### src/rtl/twi_sw_master.sv
module twi_sw_master #(
  parameter int QDIV = 4
) (
  input  logic        clk,
  input  logic        rst_n,
  input  logic        reg_we,
  input  logic [3:0]  reg_be,
  input  logic [31:0] reg_wdata,
  output logic [31:0] reg_rdata,
  input  logic        rom_busy,
  input  logic        bus_ok,
  output logic        scl_pull,
  output logic        sda_pull,
  input  logic        sda_in
);
  localparam int DW = (QDIV > 1) ? $clog2(QDIV) : 1;
  localparam logic [DW-1:0] DRELOAD = DW'(QDIV - 1);

  typedef enum logic [1:0] {SG_START, SG_TX, SG_RX, SG_STOP} seg_e;

  logic [7:0]    data_q, word_q, sadr_q, tx_byte;
  logic          quick_q, test_q, busy_q, err_q, ack_bad;
  logic [2:0]    ph;
  logic [3:0]    bitc;
  logic [1:0]    qtr;
  logic [DW-1:0] divc;
  logic          scl_lo, sda_lo;
  seg_e          seg;
  logic          load, start, tick, rd;
  logic          unused_bits;

  assign load  = reg_we && !busy_q;
  assign start = load && reg_be[2] && !rom_busy;
  assign tick  = busy_q && (divc == '0);
  assign rd    = sadr_q[0];

  assign scl_pull    = scl_lo;
  assign sda_pull    = sda_lo;
  assign reg_rdata   = {quick_q, test_q, rom_busy, bus_ok, 2'b00, err_q, busy_q,
                        sadr_q, word_q, data_q};
  assign unused_bits = ^reg_wdata[29:24];

  always_comb begin
    if (quick_q)
      seg = (ph == 3'd0) ? SG_START : (ph == 3'd1) ? SG_TX : SG_STOP;
    else if (!rd)
      seg = (ph == 3'd0) ? SG_START : (ph <= 3'd3) ? SG_TX : SG_STOP;
    else begin
      case (ph)
        3'd0, 3'd3:       seg = SG_START;
        3'd1, 3'd2, 3'd4: seg = SG_TX;
        3'd5:             seg = SG_RX;
        default:          seg = SG_STOP;
      endcase
    end
  end

  always_comb begin
    case (ph)
      3'd1:    tx_byte = {sadr_q[7:1], quick_q ? rd : 1'b0};
      3'd2:    tx_byte = word_q;
      3'd3:    tx_byte = data_q;
      default: tx_byte = {sadr_q[7:1], 1'b1};
    endcase
  end

  always_ff @(posedge clk or negedge rst_n) begin
    if (!rst_n) begin
      data_q  <= '0;
      word_q  <= '0;
      sadr_q  <= '0;
      quick_q <= 1'b0;
      test_q  <= 1'b0;
      busy_q  <= 1'b0;
      err_q   <= 1'b0;
      ack_bad <= 1'b0;
      ph      <= '0;
      bitc    <= '0;
      qtr     <= '0;
      divc    <= '0;
      scl_lo  <= 1'b0;
      sda_lo  <= 1'b0;
    end else begin
      if (load) begin
        if (reg_be[0]) data_q <= reg_wdata[7:0];
        if (reg_be[1]) word_q <= reg_wdata[15:8];
        if (reg_be[2]) sadr_q <= reg_wdata[23:16];
        if (reg_be[3]) begin
          quick_q <= reg_wdata[31];
          test_q  <= reg_wdata[30];
        end
      end
      if (start) begin
        busy_q  <= 1'b1;
        err_q   <= 1'b0;
        ack_bad <= 1'b0;
        ph      <= '0;
        bitc    <= '0;
        qtr     <= '0;
        divc    <= DRELOAD;
      end else if (busy_q) begin
        divc <= tick ? DRELOAD : divc - DW'(1);
        if (tick) begin
          qtr <= qtr + 2'd1;
          case (qtr)
            2'd0: begin
              scl_lo <= 1'b1;
              case (seg)
                SG_START: sda_lo <= 1'b0;
                SG_TX:    sda_lo <= (bitc < 4'd8) ? ~tx_byte[~bitc[2:0]] : 1'b0;
                SG_RX:    sda_lo <= 1'b0;
                default:  sda_lo <= 1'b1;
              endcase
            end
            2'd1: scl_lo <= 1'b0;
            2'd2: begin
              case (seg)
                SG_START: sda_lo <= 1'b1;
                SG_TX:    if (bitc == 4'd8) ack_bad <= sda_in;
                SG_RX:    if (bitc < 4'd8) data_q <= {data_q[6:0], sda_in};
                default:  sda_lo <= 1'b0;
              endcase
            end
            default: begin
              if (seg == SG_STOP) begin
                busy_q <= 1'b0;
              end else begin
                scl_lo <= 1'b1;
                if (seg == SG_START) begin
                  ph <= ph + 3'd1;
                end else if (bitc == 4'd8) begin
                  bitc <= '0;
                  if (seg == SG_TX && ack_bad) begin
                    err_q <= 1'b1;
                    ph    <= 3'd7;
                  end else begin
                    ph <= ph + 3'd1;
                  end
                end else begin
                  bitc <= bitc + 4'd1;
                end
              end
            end
          endcase
        end
      end
    end
  end

  p_start_busy_r2: assert property (@(posedge clk) disable iff (!rst_n)
    (reg_we && reg_be[2] && !busy_q && !rom_busy) |=> busy_q);

  p_err_clear_r7: assert property (@(posedge clk) disable iff (!rst_n)
    (reg_we && reg_be[2] && !busy_q && !rom_busy) |=> !err_q);

  p_hold_word_r3: assert property (@(posedge clk) disable iff (!rst_n)
    (busy_q && reg_we) |=> $stable(word_q));

  p_quick_data_r6: assert property (@(posedge clk) disable iff (!rst_n)
    (busy_q && quick_q) |=> $stable(data_q));

  p_idle_release_r9: assert property (@(posedge clk) disable iff (!rst_n)
    !busy_q |-> (!scl_pull && !sda_pull));

  p_sda_steady_r8: assert property (@(posedge clk) disable iff (!rst_n)
    (busy_q && (seg == SG_TX || seg == SG_RX) && !scl_pull && $past(!scl_pull))
      |-> $stable(sda_pull));
endmodule

### config.mk
export PLATFORM = sky130hd
export DESIGN_NAME = twi_sw_master
export DESIGN_NICKNAME = d
export VERILOG_FILES = /design/src/rtl/twi_sw_master.sv
export SDC_FILE = /design/constraint.sdc
export NUM_CORES = 1
export LEC_CHECK = 0
export ABC_AREA = 1
export BUFFER_PORTS_ARGS = -buffer_cell sky130_fd_sc_hd__buf_4
export CAP_MARGIN = 15
export CORE_MARGIN = 2
export CORE_UTILIZATION = 35
export CTS_CLUSTER_DIAMETER = 100
export CTS_CLUSTER_SIZE = 12
export DETAILED_ROUTE_END_ITERATION = 8
export HOLD_SLACK_MARGIN = 0.12
export PLACE_DENSITY_LB_ADDON = 0.1
export RECOVER_POWER = 100
export SLEW_MARGIN = 40
export SYNTH_ARGS = -nofsm -noshare
export SYNTH_HDL_FRONTEND = slang
export SYNTH_SLANG_ARGS = --single-unit
### constraint.sdc
create_clock -name clk -period 3.4 [get_ports clk]
set_input_delay 0.34 -clock clk [delete_from_list [all_inputs] [get_ports clk]]
set_output_delay 0.34 -clock clk [all_outputs]
set_load 0.005 [all_outputs]
==> metrics <==
status completed; core area around 7200 sq um; top-count cell post-synth nand2_1; Synth area leader dfrtp_1; cell count after synthesis between 300 and 400; CTS tree built; Compound-Gate Fraction of Synth Area 7.55%; Avg Inst Size Synth 8.06 sq um; register area share after synthesis 41.2%; via count 2273; I/O pins 76; Setup CP Type reg2reg; Initial Util 35.6%; Area Overhead vs Synth 24.3%; first-pass GRT wire length 9.86 mm; total wire length 6.23 mm; clock root cell clkbuf_8; min Tclk post-route 2.72 ns; GPL Wtd Cong 0.820; Cell Pwr Density 858 nW/um^2; gr busiest metal met2; ys async rst share 100%; initial DRC count 77; vias in the first global route 2028; Finish-stage setup viols 0; remaining routing DRC violations 0; GRT met3 Usage 2.68%; Synth Area in Adders 7.35%; die height 89.4 um; Synth cell types 26; Slew headroom 58.5%; crit share post-route roughly 80%; Die ar. 8000 sq um; maximum clock path buffer count 2; I/O Buffers 65; Crit. End Element flip-flop; CP Max Fanout 9; Worst Skew 0.00935 ns; Yosys top cell area share ~41%; R2R cell count 16; Peak VDD IR 0.260 mV; DR WL/cell 13.0 um; worst skew pair latency 0.30 ns; htree depth 2; Synth Area in Simple Gates 27.6%; Worst Setup SP ph[0]$_DFFE_PN0P_; smallest hold slack 0.265 ns; top post-synthesis cells by count 86 x nand2_1, 42 x dfrtp_1, 33 x inv_1, 25 x nor2_1, 21 x nand3_1; RR Startpoint ph[0]$_DFFE_PN0P_; Max Slew Vio Count 0; worst slew pin tran 0.620 ns; fmax 368 MHz; met2 GRT Util 25.1%; Row Count 31; RR Endpoint ph[1]$_DFFE_PN0P_; Synth Warn # 0; Final Hold Viols 0; Worst Hold Depth 2; total CTS buffers 5; synthesized area 2550 sq um; Seq cells post-synth 42; share of cells above drive strength 1 25.0%; Post-synth top flop dfrtp_1; internal power 1.54 mW; grt ovf 0; Switching Fraction 43.6%; pin count of the biggest net entering global routing 43; global routing usage on met1 22.6%; CP arrival between 2 and 3 ns; Hold EP sadr_q[7]$_DFFE_PN0P_; Post-DP HPWL 4.84 mm; synth top area cells dfrtp_1 41%, nand2_1 13%, mux2_2 7.5%, ha_1 7.3%, inv_1 4.9%; HP Start reg_wdata[23]; startpoint types flip-flop; clock power share 12.6%; post-synthesis xor/xnor area fraction 0%; reg2reg setup slack 0.68 ns; mux contribution to synthesized area 7.50%; number of flops mapped to enable cells by yosys 0; initial antenna violation count 0; largest family of logic cells by synthesized area simple AND/OR/NAND/NOR gates; Hold/Removal Path Class in2reg; CTS clock-pin slew for the worst setup and hold paths 0.09 ns; Max Cap Violations 0; CP required 3.63 ns; TritonRoute pass-1 iters 4; Sw Pwr 1.19 mW; Seq pwr share 36.6%; diode count 0; die width roughly 90 um; leakage 1.66 nW; Final nets about 440; Final ANT Viol Nets 0; vias per cell 4.75; unrepaired setup endpoints after global routing false; Combinational Power Share 50.8%; total global-route track usage 15.8%; total clock sinks 42; setup TNS 0 ns
## how the worst max path moves through the flow
| stage | to | slack, ns |
|---|---|---|
| after CTS | ph[2]$_DFFE_PN0P_ | 0.80 |
| final | ph[1]$_DFFE_PN0P_ | 0.68 |
| after detailed placement | ph[2]$_DFFE_PN0P_ | 0.83 |
| after floorplan | data_q[0]$_DFF_PN0_ | 1.01 |
| after global routing | ph[0]$_DFFE_PN0P_ | 0.39 |
| after global placement | ph[2]$_DFFE_PN0P_ | 0.86 |
## critical path, cell delays in order (launching register included)
cell	delay (ns)
dfrtp_1	0.46
ha_1	0.23
ha_1	0.29
inv_1	0.13
nand2_1	0.09
inv_1	0.08
nand2_1	0.05
nand2_1	0.06
nand2_1	0.05
nand2_1	0.24
inv_1	0.11
ha_1	0.22
inv_1	0.10
nand3_1	0.15
a21oi_1	0.20
nand4_1	0.12
nand2_1	0.08
## repair_timing
item                       CTS  global route
setup endpoints to repair    0             0
setup buffers                0             0
hold buffers                 1             0
gates resized for setup      0             0
hold endpoints to repair    42             0
## logic make-up after synthesis
group,count (synthesis)
AND/OR/NAND/NOR,157
buffers and inverters,50
flip-flops,42
AO/OA/AOI/OAI,35
multiplexers,17
adder cells (fa/ha/maj),15
other,1
## state kept, by name, indices dropped and copies added (netlist names), 2 cells and up
name    count
qtr         2
word_q      8
divc        2
bitc        4
ph          3
sadr_q      8
data_q      8
## area by class of cell
cell class | instances | area, sq um
clock buffer | 6 | 82.6
clock inverter | 2 | 12.5
fill | 748 | 4000
inverter | 36 | 135
multi-input combinational | 226 | 1270
sequential | 42 | 1050
tap | 99 | 124
timing repair buffer | 68 | 494
## stage by stage
step                worst slack (ns)  instance area [sq um]  total power [mW]  util (%)  cells
floorplan                       1.01                   2560              1.91         -    318
detailed placement             0.825                   3100              2.45      43.2    470
global placement               0.855                   3100              2.43      43.2    470
global route                   0.394                   3170              3.02      44.2    479
finish                         0.679                   3170              2.72      44.2    479
CTS                            0.797                   3200              2.80      44.6    479
## power by group through the flow
stage / registers [mW] / logic [mW] / clock network (mW)
finish: 0.997 / 1.38 / 0.342
global route: 1.04 / 1.61 / 0.375
CTS: 1.00 / 1.44 / 0.360
detailed placement: 1.01 / 1.44 / 0
global placement: 1.01 / 1.42 / 0
floorplan: 0.946 / 0.963 / 0
## cells in the final DEF (no fill, tap or decap)
| cell type | synthesis | routed |
|---|---|---|
| a21oi_1 | 17 | 17 |
| a31oi_1 | 9 | 9 |
| buf_4 | 8 | 36 |
| clkbuf_1 | 1 | 5 |
| clkbuf_4 | 0 | 26 |
| clkbuf_8 | 0 | 6 |
| clkinv_2 | 0 | 1 |
| clkinvlp_4 | 0 | 1 |
| conb_1 | 1 | 2 |
| dfrtp_1 | 42 | 42 |
| dlygate4sd3_1 | 0 | 1 |
| ha_1 | 15 | 15 |
| inv_1 | 33 | 35 |
| inv_2 | 3 | 1 |
| mux2_2 | 17 | 17 |
| nand2_1 | 86 | 88 |
| nand2_2 | 5 | 3 |
| nand2_4 | 1 | 1 |
| nand3_1 | 21 | 22 |
| nand3_2 | 3 | 2 |
| nand3_4 | 1 | 1 |
| nand4_1 | 10 | 10 |
| nor2_1 | 25 | 25 |
| nor3_1 | 2 | 2 |
| nor3b_1 | 1 | 1 |
| nor4_1 | 2 | 2 |
| o211ai_1 | 1 | 1 |
| o21ai_0 | 7 | 7 |
| o41ai_1 | 1 | 1 |
## layer usage
metal	vias up	share of wire, %
li1	1155	-
met1	1053	48
met2	60	46
met3	5	4.9
met4	0	0.77
met5	-	0
(Power assumes the default switching activity.)
